File: src/rtl/dma_xfer_pkg.sv
package dma_xfer_pkg;
  typedef enum logic [1:0] {
    S_IDLE = 2'd0,
    S_REQ  = 2'd1,
    S_XFER = 2'd2,
    S_REL  = 2'd3
  } seq_state_e;

  typedef struct packed {
    logic word;
    logic autoinit;
    logic cascade;
  } chan_mode_t;
endpackage

File: src/rtl/dma_xfer_regs.sv
module dma_xfer_regs
  import dma_xfer_pkg::*;
#(
  parameter int ADDR_W = 16,
  parameter int CNT_W  = 16,
  parameter int PAGE_W = 8
) (
  input  logic              clk_i,
  input  logic              rst_ni,
  input  logic              load_i,
  input  logic [ADDR_W-1:0] base_addr_i,
  input  logic [CNT_W-1:0]  base_cnt_i,
  input  logic [PAGE_W-1:0] page_i,
  input  chan_mode_t        mode_i,
  input  logic              mask_set_i,
  input  logic              mask_clr_i,
  input  logic              step_i,
  output logic [ADDR_W-1:0] cur_addr_o,
  output logic [CNT_W-1:0]  cur_cnt_o,
  output logic [PAGE_W-1:0] page_o,
  output chan_mode_t        mode_o,
  output logic              masked_o,
  output logic              tc_flag_o,
  output logic              last_o
);
  localparam logic [CNT_W-1:0] CNT_ALL1 = '1;

  logic [ADDR_W-1:0] base_addr_q, cur_addr_q;
  logic [CNT_W-1:0]  base_cnt_q, cur_cnt_q;
  logic [PAGE_W-1:0] page_q;
  chan_mode_t        mode_q;
  logic              mask_q, tcf_q;
  logic              hit_tc;

  assign last_o = (cur_cnt_q == '0);
  assign hit_tc = step_i && last_o;

  always_ff @(posedge clk_i or negedge rst_ni) begin
    if (!rst_ni) begin
      base_addr_q <= '0;
      base_cnt_q  <= '0;
      cur_addr_q  <= '0;
      cur_cnt_q   <= '0;
      page_q      <= '0;
      mode_q      <= '0;
      tcf_q       <= 1'b0;
    end else if (load_i) begin
      base_addr_q <= base_addr_i;
      base_cnt_q  <= base_cnt_i;
      cur_addr_q  <= base_addr_i;
      cur_cnt_q   <= base_cnt_i;
      page_q      <= page_i;
      mode_q      <= mode_i;
      tcf_q       <= 1'b0;
    end else if (step_i) begin
      if (hit_tc) begin
        tcf_q <= 1'b1;
        if (mode_q.autoinit) begin
          cur_addr_q <= base_addr_q;
          cur_cnt_q  <= base_cnt_q;
        end else begin
          cur_addr_q <= cur_addr_q + ADDR_W'(1);
          cur_cnt_q  <= CNT_ALL1;
        end
      end else begin
        cur_addr_q <= cur_addr_q + ADDR_W'(1);
        cur_cnt_q  <= cur_cnt_q - CNT_W'(1);
      end
    end
  end

  // terminal count masking wins over a software clear
  always_ff @(posedge clk_i or negedge rst_ni) begin
    if (!rst_ni)                            mask_q <= 1'b1;
    else if (hit_tc && !mode_q.autoinit)    mask_q <= 1'b1;
    else if (mask_set_i)                    mask_q <= 1'b1;
    else if (mask_clr_i)                    mask_q <= 1'b0;
  end

  assign cur_addr_o = cur_addr_q;
  assign cur_cnt_o  = cur_cnt_q;
  assign page_o     = page_q;
  assign mode_o     = mode_q;
  assign masked_o   = mask_q;
  assign tc_flag_o  = tcf_q;

  a_r7_tc_masks: assert property (@(posedge clk_i) disable iff (!rst_ni)
    (step_i && last_o && !mode_q.autoinit && !load_i) |=> (mask_q && tcf_q && cur_cnt_q == CNT_ALL1));

  a_r8_tc_reload: assert property (@(posedge clk_i) disable iff (!rst_ni)
    (step_i && last_o && mode_q.autoinit && !load_i) |=> (cur_cnt_q == base_cnt_q && cur_addr_q == base_addr_q && tcf_q));

  a_r3_page_fixed: assert property (@(posedge clk_i) disable iff (!rst_ni)
    (step_i && !load_i) |=> $stable(page_q));

  a_r10_load_clears_flag: assert property (@(posedge clk_i) disable iff (!rst_ni)
    load_i |=> !tcf_q);
endmodule

File: src/rtl/dma_xfer_seq.sv
module dma_xfer_seq
  import dma_xfer_pkg::*;
(
  input  logic clk_i,
  input  logic rst_ni,
  input  logic dreq_i,
  input  logic hold_ack_i,
  input  logic masked_i,
  input  logic cascade_i,
  output logic hold_req_o,
  output logic dack_o,
  output logic step_o
);
  seq_state_e state_q, state_d;
  logic       single_go;

  assign single_go = dreq_i && !masked_i && !cascade_i;

  always_comb begin
    state_d = state_q;
    unique case (state_q)
      S_IDLE: if (single_go)   state_d = S_REQ;
      S_REQ:  if (hold_ack_i)  state_d = S_XFER;
      S_XFER:                  state_d = S_REL;
      S_REL:  if (!hold_ack_i) state_d = S_IDLE;
      default:                 state_d = S_IDLE;
    endcase
  end

  always_ff @(posedge clk_i or negedge rst_ni) begin
    if (!rst_ni) state_q <= S_IDLE;
    else         state_q <= state_d;
  end

  logic pass_en;
  assign pass_en = cascade_i && !masked_i;

  always_comb begin
    hold_req_o = (state_q == S_REQ) || (state_q == S_XFER) || (pass_en && dreq_i);
    dack_o     = (state_q == S_XFER) || (pass_en && hold_ack_i);
    step_o     = (state_q == S_XFER);
  end

  a_r5_xfer_after_ack: assert property (@(posedge clk_i) disable iff (!rst_ni)
    (state_q == S_XFER) |-> $past(hold_ack_i));

  a_r5_one_cycle_dack: assert property (@(posedge clk_i) disable iff (!rst_ni)
    step_o |=> !step_o);

  a_r6_masked_no_start: assert property (@(posedge clk_i) disable iff (!rst_ni)
    (state_q == S_IDLE && masked_i) |=> (state_q == S_IDLE));
endmodule

File: src/rtl/dma_xfer_amap.sv
module dma_xfer_amap #(
  parameter int ADDR_W = 16,
  parameter int PAGE_W = 8,
  localparam int BUS_W = ADDR_W + PAGE_W
) (
  input  logic              word_i,
  input  logic [PAGE_W-1:0] page_i,
  input  logic [ADDR_W-1:0] addr_i,
  output logic [BUS_W-1:0]  bus_addr_o
);
  // word channel: counter shifted up one, page bit 0 dropped
  assign bus_addr_o = word_i ? {page_i[PAGE_W-1:1], addr_i, 1'b0}
                             : {page_i, addr_i};
endmodule

File: src/rtl/dma_xfer_engine.sv
module dma_xfer_engine
  import dma_xfer_pkg::*;
#(
  parameter int ADDR_W = 16,
  parameter int CNT_W  = 16,
  parameter int PAGE_W = 8,
  localparam int BUS_W = ADDR_W + PAGE_W
) (
  input  logic              clk_i,
  input  logic              rst_ni,
  input  logic              load_i,
  input  logic [ADDR_W-1:0] base_addr_i,
  input  logic [CNT_W-1:0]  base_cnt_i,
  input  logic [PAGE_W-1:0] page_i,
  input  logic              word_i,
  input  logic              autoinit_i,
  input  logic              cascade_i,
  input  logic              mask_set_i,
  input  logic              mask_clr_i,
  input  logic              dreq_i,
  input  logic              hold_ack_i,
  output logic              hold_req_o,
  output logic              dack_o,
  output logic              addr_valid_o,
  output logic [BUS_W-1:0]  bus_addr_o,
  output logic              tc_o,
  output logic              tc_flag_o,
  output logic              masked_o,
  output logic [CNT_W-1:0]  cur_cnt_o
);
  chan_mode_t        mode_in, mode_q;
  logic [ADDR_W-1:0] cur_addr;
  logic [PAGE_W-1:0] page_q;
  logic              step, last, masked;

  assign mode_in = '{word: word_i, autoinit: autoinit_i, cascade: cascade_i};

  dma_xfer_regs #(.ADDR_W(ADDR_W), .CNT_W(CNT_W), .PAGE_W(PAGE_W)) u_regs (
    .clk_i, .rst_ni, .load_i, .base_addr_i, .base_cnt_i, .page_i,
    .mode_i(mode_in), .mask_set_i, .mask_clr_i, .step_i(step),
    .cur_addr_o(cur_addr), .cur_cnt_o, .page_o(page_q), .mode_o(mode_q),
    .masked_o(masked), .tc_flag_o, .last_o(last)
  );

  dma_xfer_seq u_seq (
    .clk_i, .rst_ni, .dreq_i, .hold_ack_i, .masked_i(masked),
    .cascade_i(mode_q.cascade), .hold_req_o, .dack_o, .step_o(step)
  );

  dma_xfer_amap #(.ADDR_W(ADDR_W), .PAGE_W(PAGE_W)) u_amap (
    .word_i(mode_q.word), .page_i(page_q), .addr_i(cur_addr), .bus_addr_o
  );

  assign addr_valid_o = step;
  assign tc_o         = step && last;
  assign masked_o     = masked;

  a_r4_word_even: assert property (@(posedge clk_i) disable iff (!rst_ni)
    (addr_valid_o && mode_q.word) |-> !bus_addr_o[0]);

  a_r9_cascade_no_count: assert property (@(posedge clk_i) disable iff (!rst_ni)
    (mode_q.cascade && !load_i) |=> $stable(cur_cnt_o));

  a_r9_cascade_no_addr: assert property (@(posedge clk_i) disable iff (!rst_ni)
    mode_q.cascade |-> !addr_valid_o);

  a_r2_tc_in_xfer: assert property (@(posedge clk_i) disable iff (!rst_ni)
    tc_o |-> (dack_o && addr_valid_o));
endmodule

File: config.mk
export PLATFORM = sky130hd
export DESIGN_NAME = dma_xfer_engine
export DESIGN_NICKNAME = d
export VERILOG_FILES = /design/src/rtl/dma_xfer_pkg.sv /design/src/rtl/dma_xfer_regs.sv /design/src/rtl/dma_xfer_seq.sv /design/src/rtl/dma_xfer_amap.sv /design/src/rtl/dma_xfer_engine.sv
export SDC_FILE = /design/constraint.sdc
export NUM_CORES = 1
export LEC_CHECK = 0
export ABC_CLOCK_PERIOD_IN_PS = 4300
export BUFFER_PORTS_ARGS = -buffer_cell sky130_fd_sc_hd__clkbuf_2
export CELL_PAD_IN_SITES_DETAIL_PLACEMENT = 0
export CELL_PAD_IN_SITES_GLOBAL_PLACEMENT = 1
export CORE_ASPECT_RATIO = 1.2
export CORE_MARGIN = 2
export CORE_UTILIZATION = 45
export CTS_CLUSTER_DIAMETER = 40
export DETAILED_ROUTE_END_ITERATION = 10
export PLACE_DENSITY_LB_ADDON = 0.15
export SKIP_CTS_REPAIR_TIMING = 1
export SLEW_MARGIN = 10
export SYNTH_ARGS = -nofsm -noshare
export SYNTH_HDL_FRONTEND = slang
export SYNTH_SLANG_ARGS = --single-unit
File: constraint.sdc
create_clock -name clk_i -period 4.3 [get_ports clk_i]
set_clock_uncertainty 0.05 [all_clocks]
set_input_delay 0.215 -clock clk_i [delete_from_list [all_inputs] [get_ports clk_i]]
set_output_delay 0.215 -clock clk_i [all_outputs]
set_load 0.03 [all_outputs]
==> summary.md, run 1 <==
| Metric | Value |
|---|---|
| IO Port Bufs | 95 |
| First-pass GRT wire length | approximately 19000 um |
| Reg clk slew, reported paths | 0.06 ns |
| Final hold slack | 0.00281 ns |
| Cells after Synth | about 460 |
| Required @ worst endpoint | around 4.0 ns |
| Power Total | 2.88 mW |
| Reg-to-reg setup timing slack | 1.53 ns |
| Root buf cell | clkbuf_16 |
| # IOs | 96 |
| Post-Syn Area | 0.00446 mm2 |
| Worst-margin pin slew | 0.996 ns |
| DP Wirelength | 8260 um |
| Combinational Power Share | 33.0% |
| Sequential cell area fraction in the yosys report | 44.3% |
| Slew Viols, Final | 0 |
| CP Capture Type | output port |
| Reg2reg path depth | 8 |
| P_int | between 1.5 and 2 mW |
| Crit path kind | flip-flop to output port |
| Mapped Nets | 520 |
| Initial Util | 46.4% |
| Share of power burned in registers | 36.2% |
| CTS tree | yes |
| Commonest non-fill, non-tap cell in the layout | clkbuf_2 |
| Synth Area per Inst | 9.66 um2 |
| Vias in the first global route | 3742 |
| CP arrival | 2.56 ns |
| Top Metal Used | met4 |
| Leak | 2.35 nW |
| DRT iter0 DRCs | 268 |
| EDFF count, synth | 0 |
| CTS Buffer Depth | 2 |
| Crit path max fanout | 13 |
| Fin nets | between 500 and 600 |
| Final setup violation count | 0 |
| Sw Share | 38.0% |
| Setup crit start kind | flip-flop |
| Worst Hold Class | input pin to async pin |
| Residual DRC | 0 |
| Share of cells above drive strength 1 | between 20% and 30% |
| Std-Cell Rows | 39 |
| PwrDens | 545 mW/mm2 |
| RSZ-0062 raised after global routing | no |
| DR pass1 iterations | 5 |
| Setup TNS | 0 ns |
| Die height | 113 um |
| Final period util | about two thirds |
| H-tree Lvls | 3 |
| Final cell count without fillers | around 660 |
| Area Overhead vs Synth | 18.5% |
| Crit Reg-Reg Endpoint | u_regs.cur_cnt_o[8] |
| Met3 WL | ~700 um |
| Final wirelength | 11600 um |
| Net Sw Power | 1.09 mW |
| CORE AREA | approximately 0.0096 mm2 |
| Inst Count DP | 648 |
| Drt via density | slightly below 6 |
| Post-route ant nets | 0 |
| Die X | ~95 um |
| Diode count | 0 |
| Yosys reg bits | around 80 |
| Tot GR Track Use | 23.0% |
| Crit path from | u_seq.state_q[0] |
| Wl on met1 | between 4000 and 5000 um |
| Endpoints failing hold | 0 |
| Yosys Warn Count | 0 |
| Max-cap violations | 0 |
| Total congestion overflow | 0 |
| Most frequent cells in the layout | clkbuf_2, dfrtp_1, nand2_1, mux2_2, o21ai_0 |
| Antenna violations before repair | 0 |
| Most used DFF post-synth | dfrtp_1 |
| Reg2reg start | u_seq.state_q[0] |
| Power share of the clock group | 30.8% |
| Clock net sink count | 79 |
| Worst setup path endpoint | tc_o |
| Vias | between 3000 and 4000 |
| Pin count of the biggest net entering global routing | 80 |
| Peak VDD IR | 0.000313 V |
| Number of CTS-inserted buffers | 9 |
| Fin crit period | 2.82 ns |
| Async S/R FF share, synth | 100% |
| GPL Wtd Cong | between 0.9 and 1 |
| Clk_lat worst skew | about 0.34 ns |
| Rel. slew slack | 33.6% |
| DR WL met2 | between 5000 and 6000 um |
| Run status | completed |
| Die outline area | 0.0107 mm2 |
| Fmax | 355 MHz |
| Detailed-route wire length per cell | roughly 18 um |
| Distinct cells, synth | slightly below 60 |
## metal layers
layer / global-route usage, % / up-vias
met4: 10.7 / 0
met2: 36.8 / 146
met1: 31.3 / 1852
li1: - / 1821
met3: 2.60 / 24
met5: 0 / -
## stage by stage
stage | instance area (um2) | setup slack [ns] | utilization (%)
after floorplan | 4460 | 1.87 | -
after global placement | 4940 | 1.68 | 51.4
after detailed placement | 4940 | 1.53 | 51.4
after CTS | 5290 | 1.48 | 55.0
after global routing | 5290 | 1.27 | 55.0
final | 5290 | 1.48 | 55.0
## area by class of cell
| cell class | instances | area (um2) |
|---|---|---|
| clock buffer | 10 | 239 |
| sequential | 79 | 1980 |
| timing repair buffer | 98 | 503 |
| clock inverter | 6 | 108 |
| fill | 899 | 4320 |
| tap | 123 | 154 |
| inverter | 28 | 105 |
| multi-input combinational | 320 | 2200 |
## worst max-delay path, stage by stage (launching register included)
cell and delay [ns]:
dfrtp_1 0.40, inv_1 0.12, ha_1 0.48, nor4bb_1 0.35, nand4_1 0.26, nor2_1 0.33
clkbuf_2 0.26
## logic make-up (layout without fill, tap and decap cells)
logic type,after synthesis,count (layout),synth area share (%)
AND/OR/NAND/NOR,135,135,15.9
AO/OA/AOI/OAI,119,119,17.4
flip-flops,79,79,44.3
buffers and inverters,63,142,6.31
multiplexers,45,45,11.2
XOR/XNOR,13,13,2.55
adder cells (fa/ha/maj),8,8,2.24
## sequential cells by signal (all words and copies together), names as in the netlist
name,count
u_regs.mode_o,3
u_seq.state_q,2
u_regs.masked_o,1
u_regs.cur_cnt_o,16
u_regs.base_addr_q,16
u_regs.cur_addr_o,16
u_regs.tc_flag_o,1
u_regs.page_o,8
u_regs.base_cnt_q,16
## worst min path at each step
stage / slack, ns / endpoint / depth (start not counted)
2_1_floorplan: -0.13 / u_regs.base_addr_q[0] / 0
3_3_place_gp: 0.37 / u_regs.masked_o / 3
3_5_place_dp: 0.38 / u_regs.masked_o / 3
4_1_cts: 0.03 / u_regs.masked_o / 3
5_1_grt: 0.05 / u_regs.masked_o / 3
6_report: 0.003 / u_regs.mode_o[1] / 1
## Yosys cell counts, types with 4 or more instances
cell type,number,area (um2)
a21oi_1,12,60.1
a22oi_1,12,90.1
a2bb2oi_1,4,35.0
a31oi_1,6,37.5
and4_1,4,35.0
buf_1,5,18.8
buf_4,7,52.6
clkbuf_1,18,67.6
dfrtp_1,78,1950
ha_1,8,100
inv_1,28,105
mux2_2,41,462
mux2i_1,4,40.0
nand2_1,43,161
nand3_1,9,45.0
nand4_1,8,50.1
nor2_1,29,109
nor3_1,10,50.1
nor4_1,4,25.0
o21ai_0,40,200
o21ai_1,5,25.0
o221ai_1,5,43.8
o31ai_1,6,45.0
xnor2_1,6,52.6
xor2_1,7,61.3
## power groups by stage
stage	sequential (mW)	clock (mW)	combinational, mW
final	1.04	0.887	0.952
after global routing	1.07	0.934	1.05
after CTS	1.04	0.902	0.958
after detailed placement	1.05	0	0.953
after global placement	1.05	0	0.942
after floorplan	1.05	0	0.681
Power figures use the tool's default switching activity.
==> run 2, diff against run 1 <==
ABC_CLOCK_PERIOD_IN_PS = 2500   (was 4300)
CORE_UTILIZATION = 38   (was 45)
clock period = 2.5 ns   (was 4.3 ns; I/O delays follow)
==> summary.md, run 2 (same netlist as run 1, synthesis figures left out) <==
| Metric | Value |
|---|---|
| Clock net sink count | 79 |
| Worst-margin pin slew | 0.987 ns |
| Antenna violations before repair | 0 |
| Final period util | between 90% and 100% |
| Met3 Use GR | 2.11% |
| P_int | 2.99 mW |
| Final Worst Setup Slack | about 0.16 ns |
| Vias in the first global route | ~3800 |
| Fillers | 1162 |
| Leak | 2.54 nW |
| Share of cells above drive strength 1 | 32.0% |
| Crit path from | u_seq.state_q[0] |
| Fin nets | 641 |
| Reg clk slew, reported paths | 0.06 ns |
| RSZ-0062 raised after global routing | no |
| Hold Path Depth | 3 |
| Fmax | 427 MHz |
| CTS Buffer Depth | 2 |
| DRT iter0 DRCs | roughly 180 |
| Number of CTS-inserted buffers | 9 |
| Required @ worst endpoint | 2.33 ns |
| Crit path kind | flip-flop to output port |
| Total congestion overflow | 0 |
| Drt via density | 5.40 |
| Residual DRC | 0 |
| Reg2reg path depth | 6 |
| Vias | 4024 |
| CP max stage delay | approximately 0.40 ns |
| H-tree Lvls | 3 |
| DR pass1 iterations | 4 |
| Initial Util | 38.8% |
| Setup crit start kind | flip-flop |
| Die outline area | 0.0126 mm2 |
| GPL Wtd Cong | 0.893 |
| Power share of the clock group | 27.5% |
| Hold Path End | u_regs.cur_cnt_o[9] |
| Std-Cell Rows | 43 |
| Crit path max fanout | 8 |
| CP arrival | 2.17 ns |
| Area Overhead vs Synth | 28.9% |
| Final wirelength | 13400 um |
| CORE AREA | 0.0115 mm2 |
| Pin count of the biggest net entering global routing | 47 |
| Final hold slack | -0.0258 ns |
| Failing checks | negative hold slack |
| Busiest grt layer | met2 |
| Final setup violation count | 0 |
| Met1 Use GR | around 29% |
| Clk_lat worst skew | between 0.3 and 0.4 ns |
| Worst path slowest cell | dfrtp_1 |
| Root buf cell | clkbuf_16 |
| Fin crit period | roughly 2.3 ns |
| Peak VDD IR | about 0.00043 V |
| Combinational Power Share | 36.6% |
| Slew Viols, Final | 0 |
| Diode count | 0 |
| PwrDens | 867 mW/mm2 |
| Multi-input gate area | 0.00223 mm2 |
| IO Port Bufs | 95 |
| Reg2reg start | u_regs.cur_cnt_o[11] |
| CP cell instances | inv_1 > ha_4 > nor4bb_2 > nand4_1 > buf_4 > nor2_2 > clkbuf_4 |
| Reg-to-reg setup timing slack | 0.20 ns |
| Die X | ~100 um |
| Setup WS pre-CTS | 0.0941 ns |
| Area after DPL | around 0.0052 mm2 |
| CTS tree | yes |
| FF/Latch Area | 0.00198 mm2 |
| CP Capture Type | output port |
| Post-route ant nets | 0 |
| Rel. slew slack | between 30% and 40% |
| Tot GR Track Use | 21.7% |
| Share of power burned in registers | ~36% |
| GR met2 Demand/Resource | 35.9% |
| Finished Core Util | 50.0% |
| DP Wirelength | 9530 um |
| Sw Share | 40.0% |
| Detailed-route wire length per cell | 18.0 um |
| Net Sw Power | 2.00 mW |
| Commonest non-fill, non-tap cell in the layout | clkbuf_2 |
| Worst Hold Class | input pin to flip-flop |
| Run status | complete, but fails checks |
| HP Start | base_cnt_i[9] |
| Die height | between 100 and 150 um |
| Max-cap violations | 0 |
| Most frequent cells in the layout | clkbuf_2, dfrtp_1, nand2_1, mux2_2, o21ai_0 |
| # IOs | 96 |
| Post-route cell area | 0.00575 mm2 |
| First-pass GRT wire length | around 21000 um |
| Endpoints failing hold | 14 |
| Crit Reg-Reg Endpoint | u_regs.cur_cnt_o[12] |
[run 2: cell count changes in the layout (fill, tap and decap cells not counted), sizes merged]
| cell | change |
|---|---|
| bufinv | -2 |
| buf | +22 |
| dlygate4sd3 | +25 |
| clkinvlp | +2 |
[run 2: routing by layer]
layer	share of wire (%)	wire (um)
met1	45	6050
met2	49	6550
met4	1.8	244
met5	0	0
met3	4.1	555
[run 2: stage by stage]
stage	setup TNS [ns]	hold slack, ns	total power, mW	cells
4_1_cts	-0.0830	-0.277	4.96	720
2_1_floorplan	0	-0.221	2.97	462
3_3_place_gp	0	0.0754	3.56	704
3_5_place_dp	0	0.0843	3.59	704
5_1_grt	0	0.00219	5.28	745
6_report	0	-0.0258	4.99	745
[run 2: power by group through the flow]
| stage | Sequential [mW] | Clock, mW | Combinational, mW |
|---|---|---|---|
| 2_1_floorplan | 1.80 | 0 | 1.17 |
| 3_3_place_gp | 1.80 | 0 | 1.76 |
| 3_5_place_dp | 1.81 | 0 | 1.79 |
| 4_1_cts | 1.78 | 1.39 | 1.79 |
| 5_1_grt | 1.83 | 1.45 | 2.00 |
| 6_report | 1.79 | 1.37 | 1.83 |
[run 2: final cells by class]
class,instances,area share (%)
Inverter,28,1.83
Clock inverter,6,1.22
Clock buffer,10,4.15
Sequential cell,79,34.4
Tap cell,157,3.41
Timing Repair Buffer,145,16.2
Multi-Input combinational cell,320,38.8
[run 2: critical path, delay by kind of cell, from the launching register on]
family / cells / cell delay (ns)
flops: 1 / 0.40
buf+inv: 3 / 0.60
simple gates: 3 / 0.61
fa+ha+maj: 1 / 0.20
[run 2: worst max path at each step]
stage | to | slack [ns] | depth (start not counted)
3_5_place_dp | u_regs.cur_addr_o[6] | 0.09 | 8
3_3_place_gp | u_regs.cur_cnt_o[8] | 0.10 | 7
4_1_cts | tc_o | -0.08 | 7
5_1_grt | u_regs.cur_cnt_o[8] | 0.04 | 7
2_1_floorplan | u_regs.cur_cnt_o[14] | 0.07 | 7
6_report | tc_o | 0.16 | 7
